[src/rtl/lsout_pkg.sv]
package lsout_pkg;
    localparam int NFLT   = 3;
    localparam int FK_SCB = 0;
    localparam int FK_SCG = 1;
    localparam int FK_OL  = 2;
endpackage

[src/rtl/lsout_filt.sv]
module lsout_filt #(
    parameter int FILT_LEN = 3
) (
    input  logic clk,
    input  logic rst_n,
    input  logic tick,
    input  logic raw,
    output logic hit
);
    localparam int CW = (FILT_LEN > 1) ? $clog2(FILT_LEN) : 1;
    localparam logic [CW-1:0] LIM = CW'(FILT_LEN - 1);

    logic [CW-1:0] cnt_d, cnt_q;

    always_comb begin
        cnt_d = cnt_q;
        hit   = raw & tick & (cnt_q == LIM);
        if (!raw) begin
            cnt_d = '0;
        end else if (tick && cnt_q != LIM) begin
            cnt_d = cnt_q + 1'b1;
        end
    end

    always_ff @(posedge clk or negedge rst_n) begin
        if (!rst_n) cnt_q <= '0;
        else        cnt_q <= cnt_d;
    end

    generate
        if (FILT_LEN > 1) begin : g_hold_chk
            assert_filt_hold_R7: assert property (@(posedge clk) disable iff (!rst_n)
                hit |-> $past(raw));
        end
    endgenerate
endmodule

[src/rtl/lsout_chan.sv]
module lsout_chan
    import lsout_pkg::*;
#(
    parameter int BLANK    = 8,
    parameter int FILT_LEN = 3
) (
    input  logic clk,
    input  logic rst_n,
    input  logic tick,
    input  logic req_n,
    input  logic ol_dis,
    input  logic cmp_hi,
    input  logic cmp_gnd,
    input  logic cmp_ol,
    input  logic clr,
    output logic gate,
    output logic diag_cur,
    output logic flt_scb,
    output logic flt_scg,
    output logic flt_ol
);
    localparam int BW = (BLANK > 0) ? $clog2(BLANK + 1) : 1;
    localparam logic [BW-1:0] BLANK_LD = BW'(BLANK);

    typedef struct packed {
        logic            gate;
        logic            lock;
        logic [BW-1:0]   blank;
        logic [NFLT-1:0] flt;
    } st_t;

    st_t st_d, st_q;
    logic [NFLT-1:0] raw, hit;
    logic blank_done;

    generate
        for (genvar k = 0; k < NFLT; k++) begin : g_filt
            lsout_filt #(.FILT_LEN(FILT_LEN)) u_filt (
                .clk   (clk),
                .rst_n (rst_n),
                .tick  (tick),
                .raw   (raw[k]),
                .hit   (hit[k])
            );
        end
    endgenerate

    always_comb begin
        blank_done  = (st_q.blank == '0);
        raw         = '0;
        raw[FK_SCB] = st_q.gate & blank_done & cmp_hi;
        raw[FK_SCG] = ~st_q.gate & cmp_gnd;
        raw[FK_OL]  = ~st_q.gate & ~ol_dis & cmp_ol;

        st_d      = st_q;
        st_d.flt  = (st_q.flt & {NFLT{~clr}}) | hit;
        st_d.lock = (st_q.lock & ~clr) | hit[FK_SCB];
        st_d.gate = ~req_n & ~st_q.lock & ~hit[FK_SCB];
        if (st_d.gate && !st_q.gate) begin
            st_d.blank = BLANK_LD;
        end else if (st_q.gate && !blank_done) begin
            st_d.blank = st_q.blank - 1'b1;
        end
    end

    always_ff @(posedge clk or negedge rst_n) begin
        if (!rst_n) st_q <= '0;
        else        st_q <= st_d;
    end

    assign gate     = st_q.gate;
    assign diag_cur = ~st_q.gate & ~ol_dis;
    assign flt_scb  = st_q.flt[FK_SCB];
    assign flt_scg  = st_q.flt[FK_SCG];
    assign flt_ol   = st_q.flt[FK_OL];

    assert_gate_req_R1: assert property (@(posedge clk) disable iff (!rst_n)
        $rose(st_q.gate) |-> $past(!req_n));
    assert_scb_blank_R3: assert property (@(posedge clk) disable iff (!rst_n)
        $rose(st_q.flt[FK_SCB]) |-> $past(st_q.gate && blank_done));
    assert_lock_off_R5: assert property (@(posedge clk) disable iff (!rst_n)
        st_q.lock |-> !st_q.gate);
    assert_scg_off_R8: assert property (@(posedge clk) disable iff (!rst_n)
        $rose(st_q.flt[FK_SCG]) |-> $past(!st_q.gate));
    assert_ol_off_R9: assert property (@(posedge clk) disable iff (!rst_n)
        $rose(st_q.flt[FK_OL]) |-> $past(!st_q.gate && !ol_dis));
endmodule

[src/rtl/lsout_diag.sv]
module lsout_diag #(
    parameter int NCH      = 2,
    parameter int BLANK    = 8,
    parameter int FILT_LEN = 3
) (
    input  logic           clk,
    input  logic           rst_n,
    input  logic           tick,
    input  logic [NCH-1:0] req_n,
    input  logic [NCH-1:0] ol_dis,
    input  logic [NCH-1:0] cmp_hi,
    input  logic [NCH-1:0] cmp_gnd,
    input  logic [NCH-1:0] cmp_ol,
    input  logic [NCH-1:0] stat_clr,
    output logic [NCH-1:0] gate_en,
    output logic [NCH-1:0] diag_cur_en,
    output logic [NCH-1:0] flt_scb,
    output logic [NCH-1:0] flt_scg,
    output logic [NCH-1:0] flt_ol
);
    generate
        for (genvar i = 0; i < NCH; i++) begin : g_ch
            lsout_chan #(.BLANK(BLANK), .FILT_LEN(FILT_LEN)) u_chan (
                .clk      (clk),
                .rst_n    (rst_n),
                .tick     (tick),
                .req_n    (req_n[i]),
                .ol_dis   (ol_dis[i]),
                .cmp_hi   (cmp_hi[i]),
                .cmp_gnd  (cmp_gnd[i]),
                .cmp_ol   (cmp_ol[i]),
                .clr      (stat_clr[i]),
                .gate     (gate_en[i]),
                .diag_cur (diag_cur_en[i]),
                .flt_scb  (flt_scb[i]),
                .flt_scg  (flt_scg[i]),
                .flt_ol   (flt_ol[i])
            );
        end
    endgenerate
endmodule

[config.mk]
export PLATFORM = sky130hd
export DESIGN_NAME = lsout_diag
export DESIGN_NICKNAME = d
export VERILOG_FILES = /design/src/rtl/lsout_pkg.sv /design/src/rtl/lsout_filt.sv /design/src/rtl/lsout_chan.sv /design/src/rtl/lsout_diag.sv
export SDC_FILE = /design/constraint.sdc
export NUM_CORES = 1
export LEC_CHECK = 0
export BUFFER_PORTS_ARGS = -buffer_cell sky130_fd_sc_hd__buf_2
export CAP_MARGIN = 20
export CORE_ASPECT_RATIO = 0.7
export CORE_MARGIN = 5
export CORE_UTILIZATION = 41
export DETAILED_ROUTE_END_ITERATION = 16
export PLACE_DENSITY = 0.7
export SYNTH_ARGS = -nofsm -noshare
export SYNTH_HDL_FRONTEND = slang
export SYNTH_SLANG_ARGS = --single-unit
[constraint.sdc]
create_clock -name clk -period 2.15 [get_ports clk]
set_input_delay 0.645 -clock clk [delete_from_list [all_inputs] [get_ports clk]]
set_output_delay 0.645 -clock clk [all_outputs]
set_load 0.01 [all_outputs]
==> results.md, run 1 <==
* Die Wd at 85.4 um
* CTS sink cnt at 30
* Setup crit end kind: primary output
* Outcome: finished clean
* Yosys reg bits at 30
* Netlist Area Pre-Place at 1630 sq um
* Worst R2R Start: g_ch[1].u_chan.st_q[4]$_DFFE_PN0P_
* Sw Share at between 30% and 40%
* Area Overhead vs Synth at 11.7%
* Clock power frac at 29.4%
* Final HPWL DP at around 2.0 mm
* LEAKAGE at about 0.87 nW
* Final WL at around 2.8 mm
* Register area share after synthesis at 46.0%
* Critical path data required time at around 1500 ps
* Kind of critical path: register to primary output
* Worst hold path type: input port to async pin
* Die area at ~5400 sq um
* Slew at the pin with the worst max-slew slack at ~660 ps
* Most frequent cells in the layout: 30 x dfrtp_1, 24 x buf_2, 23 x inv_1
* Worst Clk Skew at 5.81 ps
* Layout Nets at 211
* Slew headroom at between 50 and 60%
* Multi-input gate area at between 700 and 800 sq um
* Reg-to-reg slack, setup at roughly 500 ps
* Vias in the first global route at roughly 1,100
* # DRC at 0
* Final hold vios at 0
* Initial antenna violation count at 0
* Final max-slew violation count at 0
* CTS Buf Count at 5
* Post-Syn Instances at between 150 and 200
* First-pass GRT wire length at 5.06 mm
* GPL Wtd Cong at ~0.72
* Synth area leader: dfrtp_1
* Flop pwr share at 44.6%
* TritonRoute pass-1 iters at 4
* Int Power at between 0.001 and 0.0015 W
* Logic pwr share at about a quarter
* Final Critical Period at 1800 ps
* Root Buffer: clkbuf_8
* CTS tree: done
* Commonest non-fill, non-tap cell in the layout: dfrtp_1
* Cts repair resizes at 0
* Setup Buffers After CTS at 0
* Row cnt at 19
* Initial Util at ~42%
* Average size of a mapped cell at 9.66 sq um
* Netlist cell types at 30
* Endpoints failing setup at 0
* Largest net degree at the start of global routing at 31
* Routed Antenna Nets at 0
* Setup TNS at 0 ps
* Max Cap Viol at 0
* Drt wl/cell at 11.5 um
* Final Cycle Share at between 80% and 90%
* Filler cells at 375
* H-tree Lvls at 2
* IO Pins at 25
* Total vias in the final route at 1,143
* Grt ovf at 0
* DRT iter0 DRCs at 46
* # diodes at 0
* Top cells by area, synth: dfrtp_1 46%, ha_1 6.9%, inv_1 5.3%, buf_4 4.6%, mux2i_1 4.3%
* Crit start category: register
* Vias per inst at 4.76
* FF-to-FF path depth at 5
* I/O Buffers at 24
* Yosys warns at 0
* Arr. time, crit path at 1160 ps
* Syn_nets at 193
* CTS Hold Bufs at 0
* Core Box Area at 3870 sq um
* RSZ-0062 raised after global routing: false
* Reg area at 751 sq um
* FMAX at around 0.55 GHz
* Total GRT Usage at 11.8%
* Total chip power at 0.00162 W
* Worst IR Drop VDD at between 0.4 and 0.5 mV
* Critical path peak fanout at 13
* Layout cells sized above 1 at 19.1%
* Top-area cell type share of the netlist area at between 40 and 50%
* Max clock buf depth at 2
* Power Density at 890 nW/um^2
* Reg clk slew, reported paths at ~70 ps
* Die Span Y at roughly 63 um
* Psw at 0.000500 W
* Worst r2r dst: g_ch[1].u_chan.gate$_DFF_PN0_
* Worst-Skew Late Latency at between 200 and 300 ps
layer usage:
layer  vias up  global-route usage, %  wire length [um]  share of wire (%)
met5         -                      0                 0                  0
li1        586                      -                 -                  -
met1       535                   16.2              1420                 51
met2        15                   17.2              1210                 44
met4         0                   5.34                50                1.8
met3         7                   3.16                79                2.9
worst max-delay path: stages (launching register included):
cell and delay, ps:
dfrtp_1 520, nor2_1 200, buf_2 150
Yosys cell counts:
| cell | count |
|---|---|
| mux2i_4 | 1 |
| buf_4 | 10 |
| clkbuf_1 | 1 |
| ha_1 | 9 |
| or3b_4 | 1 |
| o311ai_0 | 1 |
| a221o_1 | 1 |
| mux2_4 | 1 |
| and2_1 | 2 |
| inv_1 | 23 |
| nor2_1 | 15 |
| nand3_1 | 3 |
| nand2_1 | 10 |
| nand4_1 | 2 |
| o221ai_1 | 1 |
| and3b_1 | 1 |
| mux2i_1 | 7 |
| nor3b_1 | 5 |
| a21oi_1 | 6 |
| o21ai_0 | 8 |
| dfrtp_1 | 30 |
| buf_2 | 2 |
| a32o_1 | 1 |
| or3b_2 | 1 |
| xnor2_1 | 5 |
| nor2b_1 | 7 |
| nand2b_1 | 7 |
| nor3_1 | 3 |
| o31ai_1 | 1 |
| o22ai_1 | 4 |
how the worst max path moves through the flow:
stage | end | slack [ps] | from | depth (start not counted)
floorplan | g_ch[0].u_chan.st_q[4]$_DFFE_PN0P_ | 630 | g_ch[0].u_chan.st_q[3]$_DFFE_PN0P_ | 5
global placement | diag_cur_en[0] | 520 | ol_dis[0] | 3
detailed placement | diag_cur_en[1] | 490 | ol_dis[1] | 3
CTS | diag_cur_en[1] | 340 | g_ch[1].u_chan.gate$_DFF_PN0_ | 2
global route | diag_cur_en[1] | 240 | g_ch[1].u_chan.gate$_DFF_PN0_ | 2
finish | diag_cur_en[1] | 350 | g_ch[1].u_chan.gate$_DFF_PN0_ | 2
final cells by class:
type / instances / area share (%)
Sequential cell: 30 / 41.2
Multi-Input combinational cell: 103 / 38.8
Timing Repair Buffer: 24 / 6.58
Clock buffer: 6 / 4.53
Clock inverter: 2 / 0.686
Inverter: 23 / 4.73
Tap cell: 52 / 3.57
cell families after synthesis:
kind of cell / count (synthesis) / synth area share, %
xor gates and xnor gates: 5 / 2.68
adders and majority gates: 9 / 6.90
buffers and inverters: 36 / 10.7
AOI/OAI and AO/OA: 23 / 8.58
DFF: 30 / 46.0
muxes: 9 / 6.59
and+or+nand+nor: 57 / 18.5
flip-flops by register name, indices dropped and copies added, names as in the netlist:
signal,count
g_ch.u_chan.st_q,10
g_ch.u_chan.g_filt.u_filt.cnt_q,12
g_ch.u_chan.flt_ol,2
g_ch.u_chan.flt_scb,2
g_ch.u_chan.flt_scg,2
g_ch.u_chan.gate,2
metrics by stage:
| stage | std cells | area [sq um] | hold slack, ps | worst slack (ps) | utilization [%] |
|---|---|---|---|---|---|
| 5_1_grt | 240 | 1820 | 468 | 242 | 47.1 |
| 4_1_cts | 240 | 1820 | 422 | 337 | 47.1 |
| 6_report | 240 | 1820 | 393 | 346 | 47.1 |
| 3_5_place_dp | 232 | 1730 | 501 | 490 | 44.6 |
| 2_1_floorplan | 169 | 1630 | 349 | 629 | - |
| 3_3_place_gp | 232 | 1730 | 504 | 521 | 44.6 |
power by group through the flow:
| stage | clock network, W | logic (W) | registers [W] |
|---|---|---|---|
| after floorplan | 0 | 0.000359 | 0.000709 |
| after global placement | 0 | 0.000421 | 0.000730 |
| after detailed placement | 0 | 0.000427 | 0.000733 |
| after CTS | 0.000499 | 0.000429 | 0.000722 |
| after global routing | 0.000523 | 0.000492 | 0.000738 |
| final | 0.000477 | 0.000423 | 0.000724 |
(Power assumes the default switching activity.)
==> run 2, diff against run 1 <==
Settings changed: PLACE_DENSITY 0.7 to 0.72.
Clock period 2.15 ns to 1.44 ns, I/O delays scaled along.
==> run 2 against run 1 <==
Against the previous run:
- the flow now finishes with violations (negative setup slack)
- sequential cell count unchanged
- clock power up 31%
- via count up 6.9%
- global-route usage up 1.1 points
- critical path depth up 3
- non-clock buffer count up 23
- sequential power up 45%
- die area unchanged
- combinational power rose to 2.7 times the previous value
- register-to-register slack worse by 540 ps
- worst setup slack worse by 390 ps
- highest routed layer unchanged
==> results.md, run 2 (synthesis results as in run 1) <==
* Outcome: complete, but fails checks (was finished clean)
* Failing checks: negative setup slack
* Final Critical Period at around 1500 ps
* I/O Buffers at 24 (unchanged)
* IO Pins at 25 (unchanged)
* Commonest non-fill, non-tap cell in the layout: dfrtp_1 (unchanged)
* Worst IR Drop VDD at 0.868 mV (was 0.431 mV)
* Drt wl/cell at 11.6 um (was 11.5 um)
* Root Buffer: clkbuf_8 (unchanged)
* Max clock buf depth at 2 (unchanged)
* Total vias in the final route at 1,222 (was 1,143)
* Crit start category: register (unchanged)
* Filler cells at 354 (was 375)
* Die Span Y at 62.8 um (unchanged)
* Initial antenna violation count at 0 (unchanged)
* FF-to-FF path depth at 5 (unchanged)
* Worst setup path end: g_ch[0].u_chan.st_q[4]$_DFFE_PN0P_ (was diag_cur_en[1])
* # diodes at 0 (unchanged)
* H-tree Lvls at 2 (unchanged)
* Final Cycle Share at 103%
* Most frequent cells in the layout: 29 x dfrtp_1, 24 x buf_2, 22 x buf_4 (was 30 x dfrtp_1, 24 x buf_2, 23 x inv_1)
* Worst R2R Start: g_ch[0].u_chan.st_q[4]$_DFFE_PN0P_ (was g_ch[1].u_chan.st_q[4]$_DFFE_PN0P_)
* Reg clk slew, reported paths at 60 ps (was 70 ps)
* Total chip power at 0.00280 W (was 0.00162 W)
* Largest net degree at the start of global routing at 31 (unchanged)
* Routed Antenna Nets at 0 (unchanged)
* Layout Nets at 234 (was 211)
* Initial Util at 42.1% (unchanged)
* Reg-to-reg slack, setup at -40 ps (was 500 ps)
* Fin cells at 262 (was 240)
* Kind of critical path: register to register (was register to primary output)
* Top flop regs: g_ch.u_chan.g_filt.u_filt.cnt_q: 12 flops, g_ch.u_chan.st_q: 10 flops (unchanged)
* Core Box Area at 3870 sq um (unchanged)
* Vias per inst at 4.66 (was 4.76)
* Final HPWL DP at 2.28 mm (was 2.03 mm)
* Slew headroom at 77.7% (was 56.2%)
* Final core utilization at 52.5% (was 47.1%)
* Worst-Skew Late Latency at 270 ps (was 280 ps)
* Number of flip-flops in the largest register at 12 (unchanged)
* Row cnt at 19 (unchanged)
* GPL Wtd Cong at 0.771 (was 0.724)
* Setup crit end kind: register (was primary output)
* Worst r2r dst: g_ch[0].u_chan.st_q[4]$_DFFE_PN0P_ (was g_ch[1].u_chan.gate$_DFF_PN0_)
* CTS Buf Count at 5 (unchanged)
* DP Cell Count at 251 (was 232)
* RSZ-0062 raised after global routing: true (was false)
* Total GRT Usage at 12.9% (was 11.8%)
* Layout cells sized above 1 at 31.4% (was 19.1%)
* Hold WS at 109 ps (was 393 ps)
* Worst Clk Skew at 5.92 ps (was 5.81 ps)
* Worst setup margin at -41.9 ps (was 346 ps)
* Slew at the pin with the worst max-slew slack at 331 ps (was 658 ps)
* CP startpoint: g_ch[0].u_chan.st_q[4]$_DFFE_PN0P_ (was g_ch[1].u_chan.gate$_DFF_PN0_)
* Die Wd at 85.4 um (unchanged)
* Setup TNS at -41.9 ps (was 0 ps)
* LEAKAGE at 0.988 nW (was 0.873 nW)
* Arr. time, crit path at 1680 ps (was 1160 ps)
* CTS Hold Bufs at 0 (unchanged)
* Grt ovf at 0 (unchanged)
* Final hold vios at 0 (unchanged)
* Die area at 5360 sq um (unchanged)
* Largest Register: g_ch.u_chan.g_filt.u_filt.cnt_q (unchanged)
* Critical path peak fanout at 2 (was 13)
* TritonRoute pass-1 iters at 4 (unchanged)
* Power Density at 1380 nW/um^2 (was 890 nW/um^2)
* FMAX at 0.675 GHz
* Vias in the first global route at 1,269 (was 1,130)
* CTS tree: done (unchanged)
* CTS sink cnt at 30 (unchanged)
* Final WL at 3.04 mm (was 2.76 mm)
* Final max-slew violation count at 0 (unchanged)
* Max Cap Viol at 0 (unchanged)
* Worst hold path type: input port to async pin (unchanged)
* Endpoints failing setup at 1 (was 0)
* Critical path data required time at 1630 ps (was 1500 ps)
* Area Overhead vs Synth at 24.6% (was 11.7%)
* First-pass GRT wire length at 5.64 mm (was 5.06 mm)
* DRT iter0 DRCs at 50 (was 46)
* # DRC at 0 (unchanged)
[run 2: cell types whose count changed in the layout (fill, tap and decap cells not counted), sizes merged]
cell	before	now
buf	24	47
clkinv	1	0
clkbuf	6	7
clkinvlp	1	0
[run 2: where the power goes]
group | switching (W) | internal, W
Sequential | 0.0000887 | 0.000958
Combinational | 0.000461 | 0.000673
Clock | 0.000292 | 0.000332
[run 2: final cells by class]
class / count / area, sq um / share of cell area (%)
clock buffers: 7 / 76.3 / 3.75
inverters: 23 / 86.3 / 4.24
flip-flops and latches: 30 / 752 / 37.0
multi-input cells: 103 / 749 / 36.8
repair buffers: 47 / 305 / 15.0
well taps: 52 / 65.1 / 3.20
[run 2: worst max-delay path, cell delays in order (launching register included)]
cell and delay, ps:
dfrtp_1 390, inv_2 80, ha_4 120, or3b_4 380
mux2_4 320, mux2i_4 120
[run 2: what timing repair did]
action	4_1_cts	5_1_grt
resized for setup	11	2
buffers inserted	3	1
pin swaps	1	2
endpoints found under the setup margin	5	4
[run 2: worst min path at each step]
stage | startpoint | slack, ps | cells after the start | end
2_1_floorplan | rst_n | 140 | 0 | g_ch[0].u_chan.flt_ol$_DFF_PN0_
3_3_place_gp | rst_n | 400 | 2 | g_ch[1].u_chan.g_filt[2].u_filt.cnt_q[0]$_DFFE_PN0P_
3_5_place_dp | rst_n | 400 | 2 | g_ch[1].u_chan.g_filt[2].u_filt.cnt_q[0]$_DFFE_PN0P_
4_1_cts | rst_n | 110 | 2 | g_ch[1].u_chan.st_q[7]$_DFF_PN0_
5_1_grt | rst_n | 120 | 2 | g_ch[1].u_chan.st_q[7]$_DFF_PN0_
6_report | rst_n | 110 | 2 | g_ch[1].u_chan.g_filt[2].u_filt.cnt_q[0]$_DFFE_PN0P_
[run 2: stage by stage]
stage | instance area, sq um | worst slack (ps)
2_1_floorplan | 1640 | -74.7
3_3_place_gp | 1890 | -51.2
3_5_place_dp | 1890 | -87.3
4_1_cts | 2020 | -47.1
5_1_grt | 2030 | -102
6_report | 2030 | -41.9
[run 2: metal layers]
layer | track usage, % | share of wire (%) | routed length [um] | vias up
met5 | 0 | 0 | 0 | -
met4 | 2.96 | 0.39 | 12 | 0
met3 | 3.29 | 1.9 | 59 | 2
met2 | 21.0 | 50 | 1520 | 9
met1 | 17.2 | 48 | 1460 | 580
li1 | - | - | - | 631
